**src/rtl/sram_seq_pkg.sv**
```systemverilog
package sram_seq_pkg;

  typedef enum logic [2:0] {
    ST_IDLE,
    ST_RD_SETUP,
    ST_RD_WAIT,
    ST_RD_CAPTURE,
    ST_WR_SETUP,
    ST_WR_PULSE,
    ST_WR_HOLD,
    ST_TURN
  } seq_state_t;

  function automatic int unsigned max2(input int unsigned a, input int unsigned b);
    return (a > b) ? a : b;
  endfunction

endpackage

```
**src/rtl/sram_phase_timer.sv**
```systemverilog
// Down-counter that measures how long each phase lasts.
module sram_phase_timer #(
  parameter int CNT_W = 3
) (
  input  logic             clk,
  input  logic             rst_n,
  input  logic             load,
  input  logic [CNT_W-1:0] load_val,
  output logic             last
);

  logic [CNT_W-1:0] cnt_q;

  always_ff @(posedge clk or negedge rst_n) begin
    if (!rst_n)              cnt_q <= '0;
    else if (load)           cnt_q <= load_val;
    else if (cnt_q != '0)    cnt_q <= cnt_q - 1'b1;
  end

  assign last = (cnt_q == '0);

endmodule

```
**src/rtl/sram_io_regs.sv**
```systemverilog
// Registers for the address and write byte taken at accept, and for the read byte.
module sram_io_regs #(
  parameter int ADDR_W = 17,
  parameter int DATA_W = 8
) (
  input  logic              clk,
  input  logic              rst_n,
  input  logic              accept,
  input  logic [ADDR_W-1:0] req_addr,
  input  logic [DATA_W-1:0] req_wdata,
  input  logic              capture,
  input  logic [DATA_W-1:0] dq_in,
  output logic [ADDR_W-1:0] addr_o,
  output logic [DATA_W-1:0] wdata_o,
  output logic [DATA_W-1:0] rdata_o
);

  always_ff @(posedge clk or negedge rst_n) begin
    if (!rst_n) begin
      addr_o  <= '0;
      wdata_o <= '0;
    end else if (accept) begin
      addr_o  <= req_addr;
      wdata_o <= req_wdata;
    end
  end

  always_ff @(posedge clk or negedge rst_n) begin
    if (!rst_n)       rdata_o <= '0;
    else if (capture) rdata_o <= dq_in;
  end

endmodule

```
**src/rtl/sram_seq_ctrl.sv**
```systemverilog
module sram_seq_ctrl
  import sram_seq_pkg::*;
#(
  parameter int ADDR_W     = 17,
  parameter int DATA_W     = 8,
  parameter int SETUP_CYC  = 1,
  parameter int PULSE_CYC  = 3,
  parameter int HOLD_CYC   = 1,
  parameter int ACCESS_CYC = 4,
  parameter int TURN_CYC   = 1
) (
  input  logic              clk,
  input  logic              rst_n,
  input  logic              req_valid,
  output logic              req_ready,
  input  logic              req_write,
  input  logic [ADDR_W-1:0] req_addr,
  input  logic [DATA_W-1:0] req_wdata,
  output logic              rsp_valid,
  output logic [DATA_W-1:0] rsp_rdata,
  output logic [ADDR_W-1:0] mem_addr,
  output logic              mem_cs_n,
  output logic              mem_cs2,
  output logic              mem_we_n,
  output logic              mem_oe_n,
  output logic [DATA_W-1:0] mem_dq_out,
  input  logic [DATA_W-1:0] mem_dq_in,
  output logic              mem_dq_oe
);

  localparam int MAX_LEN = max2(max2(SETUP_CYC, PULSE_CYC),
                                max2(max2(HOLD_CYC, ACCESS_CYC), TURN_CYC));
  localparam int CNT_W   = $clog2(MAX_LEN + 1);

  seq_state_t       state_q, state_d;
  logic [CNT_W-1:0] len_m1;
  logic             phase_last;
  logic             accept;
  logic             capture;
  logic             load;
  logic             rd_phase;
  logic             wr_phase;

  assign req_ready = (state_q == ST_IDLE);
  assign accept    = req_valid && req_ready;
  assign capture   = (state_q == ST_RD_CAPTURE);

  always_comb begin
    state_d = state_q;
    unique case (state_q)
      ST_IDLE:       if (req_valid) state_d = req_write ? ST_WR_SETUP : ST_RD_SETUP;
      ST_RD_SETUP:   if (phase_last) state_d = ST_RD_WAIT;
      ST_RD_WAIT:    if (phase_last) state_d = ST_RD_CAPTURE;
      ST_RD_CAPTURE: state_d = ST_TURN;
      ST_TURN:       if (phase_last) state_d = ST_IDLE;
      ST_WR_SETUP:   if (phase_last) state_d = ST_WR_PULSE;
      ST_WR_PULSE:   if (phase_last) state_d = ST_WR_HOLD;
      ST_WR_HOLD:    if (phase_last) state_d = ST_IDLE;
      default:       state_d = ST_IDLE;
    endcase
  end

  // Length of the phase being entered, minus one.
  always_comb begin
    unique case (state_d)
      ST_RD_SETUP, ST_WR_SETUP: len_m1 = CNT_W'(SETUP_CYC - 1);
      ST_RD_WAIT:               len_m1 = CNT_W'(ACCESS_CYC - 1);
      ST_WR_PULSE:              len_m1 = CNT_W'(PULSE_CYC - 1);
      ST_WR_HOLD:               len_m1 = CNT_W'(HOLD_CYC - 1);
      ST_TURN:                  len_m1 = CNT_W'(TURN_CYC - 1);
      default:                  len_m1 = '0;
    endcase
  end

  assign load = (state_d != state_q);

  always_ff @(posedge clk or negedge rst_n) begin
    if (!rst_n) begin
      state_q   <= ST_IDLE;
      rsp_valid <= 1'b0;
    end else begin
      state_q   <= state_d;
      rsp_valid <= capture || ((state_q == ST_WR_HOLD) && phase_last);
    end
  end

  sram_phase_timer #(.CNT_W(CNT_W)) u_timer (
    .clk      (clk),
    .rst_n    (rst_n),
    .load     (load),
    .load_val (len_m1),
    .last     (phase_last)
  );

  sram_io_regs #(.ADDR_W(ADDR_W), .DATA_W(DATA_W)) u_io (
    .clk       (clk),
    .rst_n     (rst_n),
    .accept    (accept),
    .req_addr  (req_addr),
    .req_wdata (req_wdata),
    .capture   (capture),
    .dq_in     (mem_dq_in),
    .addr_o    (mem_addr),
    .wdata_o   (mem_dq_out),
    .rdata_o   (rsp_rdata)
  );

  // Pin decode from the registered state
  assign rd_phase  = (state_q == ST_RD_WAIT) || (state_q == ST_RD_CAPTURE);
  assign wr_phase  = (state_q == ST_WR_PULSE);
  assign mem_cs_n  = !(rd_phase || wr_phase);
  assign mem_cs2   = rd_phase || wr_phase;
  assign mem_oe_n  = !rd_phase;
  assign mem_we_n  = !wr_phase;
  assign mem_dq_oe = wr_phase;

endmodule

```
**config.mk**
```make
export PLATFORM = sky130hd
export DESIGN_NAME = sram_seq_ctrl
export DESIGN_NICKNAME = d
export VERILOG_FILES = /design/src/rtl/sram_seq_pkg.sv /design/src/rtl/sram_phase_timer.sv /design/src/rtl/sram_io_regs.sv /design/src/rtl/sram_seq_ctrl.sv
export SDC_FILE = /design/constraint.sdc
export NUM_CORES = 1
export LEC_CHECK = 0
export CORE_ASPECT_RATIO = 1.75
export CORE_MARGIN = 2
export CORE_UTILIZATION = 43
export CTS_CLUSTER_DIAMETER = 30
export DETAILED_ROUTE_END_ITERATION = 6
export PLACE_DENSITY = 0.8
export SETUP_SLACK_MARGIN = 0.2
export SLEW_MARGIN = 20
export SYNTH_ARGS = -nofsm -noshare
export SYNTH_HDL_FRONTEND = slang
export SYNTH_HIERARCHICAL = 1
export SYNTH_SLANG_ARGS = --single-unit
```
**constraint.sdc**
```tcl
create_clock -name clk -period 2 [get_ports clk]
set_input_delay 0.3 -clock clk [delete_from_list [all_inputs] [get_ports clk]]
set_output_delay 0.3 -clock clk [all_outputs]
set_load 0.05 [all_outputs]
```
# After elaboration in Yosys (flattened, before gate mapping)
# Cells that the tools add are included.
[word_totals] reg_bits=40 in_bits=37 out_inout_bits=40 word_cells=41
[classes] add_sub_neg=1 eq_ne=10 muxes=11 reduce_logical=13
[op_table] op="3-bit two-way mux" count=9
[op_table] op="3-bit one-hot mux with 7 select lines" count=1
[op_table] op="3-bit == test, second input constant" count=5
[op_table] op="3-bit by 2-bit == test with 1-bit output, second input constant" count=3
[op_table] op="3-bit zero test" count=2
[op_table] op="2-bit one-hot mux with 2 select lines" count=1
[op_table] op="3-bit by 1-bit == test with 1-bit output, second input constant" count=1
[op_table] op="1-bit zero test" count=3
[op_table] op="1-bit logical OR" count=3
[op_table] op="3-bit inequality test" count=1
[op_table] op="3-bit nonzero test" count=1
[op_table] op="3-bit by 1-bit subtractor with 3-bit output, second input constant" count=1
[op_table] op="1-bit logical AND" count=2
[op_table] op="2-bit nonzero test" count=1
[op_table] op="2-bit OR reduction" count=1

# Longest topological paths before layout
[depth] ltp_word=6 mapped_depth=10 ltp_nobuf=9

# Modules after synthesis
# Netlist, hierarchy kept.
[by_module_without_submodules] mod="sram_io_regs" instances=1 cells_per_inst=70 area_each_um2=1328.8 seq_area_each_um2=825.8
[by_module_without_submodules] mod="sram_seq_ctrl" instances=1 cells_per_inst=45 area_each_um2=337.8 seq_area_each_um2=100.1
[by_module_without_submodules] mod="sram_phase_timer" instances=1 cells_per_inst=21 area_each_um2=200.2 seq_area_each_um2=75.1

# Worst setup path before layout
# Ideal clock, no wire load.
[synth_timing] path_type="reg-to-output" from="reg state_q[1]" to="out mem_cs_n" arrival_ns=1.974 t_required_ns=1.700 slack_ns=-0.274 stages_incl_launch_ff=5 n_path_buf=1 cell_sequence="dfrtp_1 -> buf_2 -> nand3b_1 -> nand2_1 -> inv_1"
[synth_between] elab_chain_len=4 elab_cells_between_ends=6 cone_classes="eq/ne (3); reduce/logical (3)"
[synth_lines] item="from (decl)" line_no="sram_seq_ctrl.sv:35" rtl="seq_state_t state_q, state_d;"
[synth_lines] item="from (signal assigned)" line_no="sram_seq_ctrl.sv:82" rtl="state_q <= state_d;"
[synth_lines] item="3-bit by 2-bit == test with 1-bit output" line_no="sram_seq_ctrl.sv:109" rtl="assign rd_phase = (state_q == ST_RD_WAIT) || (state_q == ST_RD_CAPTURE);"
[synth_lines] item="1-bit logical OR" line_no="sram_seq_ctrl.sv:109"
[synth_lines] item="1-bit logical OR *"
[synth_lines] item="named net mem_cs2" line_no="sram_seq_ctrl.sv:23" rtl="output logic mem_cs2,"
[synth_lines] item="1-bit zero test *" line_no="sram_seq_ctrl.sv:111" rtl="assign mem_cs_n = !(rd_phase || wr_phase);"
[synth_lines] item="to (decl)" line_no="sram_seq_ctrl.sv:22" rtl="output logic mem_cs_n,"
# Mark *: on every way through the listed nets, which the timed path passes. The rest lies on a longest branch.

# Worst setup path in the final report
[layout_timing] from="reg u_timer.cnt_q[1]" to="reg u_timer.cnt_q[1]"
[layout_between] elab_cells_between_ends=16 cone_classes="add/sub (1); eq/ne (3); mux (9); reduce/logical (3)"
[layout_rtl] item="from (decl)" line_no="sram_phase_timer.sv:12" rtl="logic [CNT_W-1:0] cnt_q;"
[layout_rtl] item="from (signal assigned)" line_no="sram_phase_timer.sv:16" rtl="else if (load) cnt_q <= load_val;"
[layout_rtl] item="from (signal assigned)" line_no="sram_phase_timer.sv:17" rtl="else if (cnt_q != '0) cnt_q <= cnt_q - 1'b1;"
[layout_rtl] item="3-bit zero test *" line_no="sram_phase_timer.sv:20" rtl="assign last = (cnt_q == '0);"
[layout_rtl] item="named net phase_last" line_no="sram_seq_ctrl.sv:37" rtl="logic phase_last;"
[layout_rtl] item="3-bit two-way mux, on equally long branches"
[layout_rtl] item="3-bit one-hot mux with 7 select lines *" line_no="sram_seq_ctrl.sv:50" rtl="unique case (state_q)"
[layout_rtl] item="3-bit inequality test *" line_no="sram_seq_ctrl.sv:75" rtl="assign load = (state_d != state_q);"
[layout_rtl] item="named net load" line_no="sram_seq_ctrl.sv:40" rtl="logic load;"
[layout_rtl] item="3-bit two-way mux / 2-bit nonzero test (equally long branches)"
# Mark *: on every way through the listed nets, which the timed path passes. The rest lies on a longest branch. The select of a mux whose other input is x is not followed.
# A chain may end at the register's enable or synchronous reset.

==> flow_summary.ini <==
[run_status]
result_of_the_run = complete, no violations

[placement]
buffer_ports.inserted = 76
gp_routability_congestion = 0.859
detailedPlace.worstSlack_ns = -0.0399
dpl.hpwl_um = 3330

[global_routing]
grt_pass1_wl_um = 7970
initial_antenna_violation_count = 0
vias_in_the_first_global_route = 1637
grt_overflow_total = 0
gr-usage-all-layers_pct = 22.2
grt_start_max_net_pins = 41

[cells_and_area]
num-nets-final = 268
multi_input_comb_area_um2 = 873
diodes = 0
area_delta_synth_final_pct = 63.9
fillCellCount = 267
register_area_um2 = 1000
drive_gt1_share_pct = 38.3

[logic_synthesis]
synth_cells = 136
syn_area_um2 = 1870
synth.top_cells.by_count = 40 x dfrtp_1, 20 x mux2_4, 13 x mux2_2
synth-edff-count = 0
most_common_cell_in_the_synthesized_netlist = dfrtp_1
synth-async-reset-ratio_pct = 100
synthFlopType = dfrtp_1
synth_seq_cells = 40
post-synth-top-area-cell = dfrtp_1
synth.net_count = 175
synth.lib_cells_used.distinct = 32
dominant_cells_by_area_after_synthesis = dfrtp_1 54%, mux2_4 16%, mux2_2 7.8%
synth_top_area_share_pct = 53.6
synth-warning-count = 6
synthesis.area_per_instance_um2 = 13.7
seq_area_frac_synth_pct = 53.6

[timing]
report.final.hold_viol_count = 0
slew_viol_final = 0
pnr_worst_setup_slack_ns = 0.197
clock_skew_ns = 0.00839
fmaxAchievable_mhz = 555
final-setup-viol-count = 0
final.min_clock_period_ns = 1.80
maxSlewHeadroom_pct = 64.3
max_slew.worst_pin.slew_ns = 0.534
grt_setup_unrepaired = true
hold-worst-slack_ns = 0.496
final_min_period_over_clock_period_pct = 90.2

[worst_setup_path]
crit_arrival_ns = 1.98
reg2regPathDepth = 9
rr_startpoint = u_timer/cnt_q[1]$_DFFE_PN0P_
timing.critical_path.fanout_max = 7
endpoint_of_the_worst_register_to_register_path = u_timer/cnt_q[1]$_DFFE_PN0P_
critical_path.startpoint_type = flop
timing.critical_path.to_type = flop
critPathKind = flop to flop
r2r_slack_ns = 0.20
worstPathRequired_ns = 2.17
worst_setup_path_endpoint = u_timer/cnt_q[1]$_DFFE_PN0P_
setup.worst_path.start = u_timer/cnt_q[1]$_DFFE_PN0P_

[clock_network]
tritoncts = done
clock_latency_ns = 0.29
ctsHtreeMaxLevel = 2
max-clock-path-buffers = 2
numCtsBuffers = 5
clkSinkCount = 40
ctsRootBufferMaster = clkbuf_8
clk_pin_slew_worst_paths_ns = 0.08

[floorplan]
dieArea_um2 = 4900
die_width_um = 53.8
coreArea_um2 = 4150
floorplan_die_height_um = 91.2
pin_count = 77
floorplan.initialDensity_pct = 45.0
placement_rows = 31

[route]
detail_route.vias_per_cell = 5.26
dr_total_vias = 1468
drt_wl_total_um = 5040
drt-wirelength-per-cell_um = 18.1
drc = 0
drtAntennaViolNets = 0
drtPass1Iterations = 4
drt_iter0_drc = 16

[pwr]
power.leakage_nw = 1.44
p_per_area_nw_per_um2 = 2020
vdd_ir_drop_max_uv = 1910

[flow_run]
number_of_max_capacitance_violations_reported = 0

[hold_path]
hold_path_class = input pin to async pin
## worst max-delay path, stage by stage, from the launching register on
cell and delay [ns]:
dfrtp_1 0.37, inv_2 0.06, ha_4 0.17, nand2b_4 0.08, inv_4 0.05, and2b_2 0.25, nor2_4 0.04, o22a_4 0.28
nor4b_4 0.31, a311oi_2 0.06
## worst min-delay path by stage
stage               cells after the start  slack, ns                     endpoint
CTS                                     3       0.51  u_io/addr_o[16]$_DFFE_PN0P_
detailed placement                      2       0.28  u_io/wdata_o[2]$_DFFE_PN0P_
floorplan                               0      0.004          rsp_valid$_DFF_PN0_
finish                                  3       0.50  u_io/addr_o[16]$_DFFE_PN0P_
global placement                        2       0.28  u_io/wdata_o[2]$_DFFE_PN0P_
global route                            1       0.53  u_io/addr_o[12]$_DFFE_PN0P_
## cells by family (layout without fill, tap and decap cells)
| group | Yosys count | count (layout) | share of synthesized area [%] |
|---|---|---|---|
| AO/OA/AOI/OAI | 13 | 13 | 4.89 |
| XOR/XNOR | 1 | 1 | 0.469 |
| adder cells (fa/ha/maj) | 2 | 2 | 1.34 |
| buffers and inverters | 16 | 110 | 6.30 |
| flip-flops | 40 | 40 | 53.6 |
| multiplexers | 33 | 33 | 23.9 |
| other | 1 | 1 | 0.201 |
| AND/OR/NAND/NOR | 30 | 30 | 9.25 |
## area by class of cell
| cell class | count | area share, % |
|---|---|---|
| sequential | 40 | 32.8 |
| timing repair buffer | 94 | 32.6 |
| multi-input combinational | 80 | 28.5 |
| clock buffer | 6 | 2.70 |
| tap | 49 | 2.00 |
| inverter | 8 | 1.06 |
| clock inverter | 2 | 0.327 |
## sequential cells by signal (all words and copies together) (netlist names)
signal	count
state_q	3
u_io/wdata_o	8
rsp_valid	1
u_io/rdata_o	8
u_io/addr_o	17
u_timer/cnt_q	3
## per-stage QoR
| stage | instance area, um2 | total power (W) | setup TNS, ns | utilization [%] | instances |
|---|---|---|---|---|---|
| floorplan | 1870 | 0.00389 | -0.0209 | - | 136 |
| detailed placement | 2720 | 0.00512 | -0.0748 | 65.5 | 259 |
| finish | 3060 | 0.00618 | 0 | 73.7 | 279 |
| global placement | 2720 | 0.00499 | 0 | 65.5 | 259 |
| global route | 3060 | 0.00647 | 0 | 73.7 | 279 |
| CTS | 2900 | 0.00582 | 0 | 69.8 | 274 |
## per-layer routing
layer / GRT usage (%) / share of wire (%) / vias to the layer above
met5: 0 / 0 / -
met4: 9.83 / 3.9 / 0
met3: 4.77 / 4.9 / 19
met2: 37.8 / 58 / 57
met1: 25.2 / 33 / 742
li1: - / - / 650
## report_power, final
group          internal, W  switching, W  leakage [nW]  total, W
logic              0.00178       0.00237         0.903   0.00415
registers          0.00122      0.000267         0.484   0.00148
clock network     0.000275      0.000270        0.0510  0.000545
## cells in the final DEF (no fill, tap or decap), types with 3 or more instances in the layout
| cell type | count |
|---|---|
| clkdlybuf4s50_1 | 58 |
| dfrtp_1 | 38 |
| mux2_4 | 20 |
| buf_4 | 15 |
| mux2_2 | 13 |
| dlymetal6s2s_1 | 11 |
| buf_12 | 7 |
| nand2_1 | 6 |
| clkbuf_8 | 6 |
| inv_1 | 5 |
| a21oi_1 | 4 |
| nand3b_1 | 3 |
## timing repair
item,4_1_cts,5_1_grt
hold buffers,1,0
pin swaps,4,6
buffers inserted,6,5
gates cloned,0,0
gates resized for setup,9,29
endpoints found under the hold margin,40,0
setup endpoints to repair,6,15
Note: power is estimated with default switching activity, not from simulation.
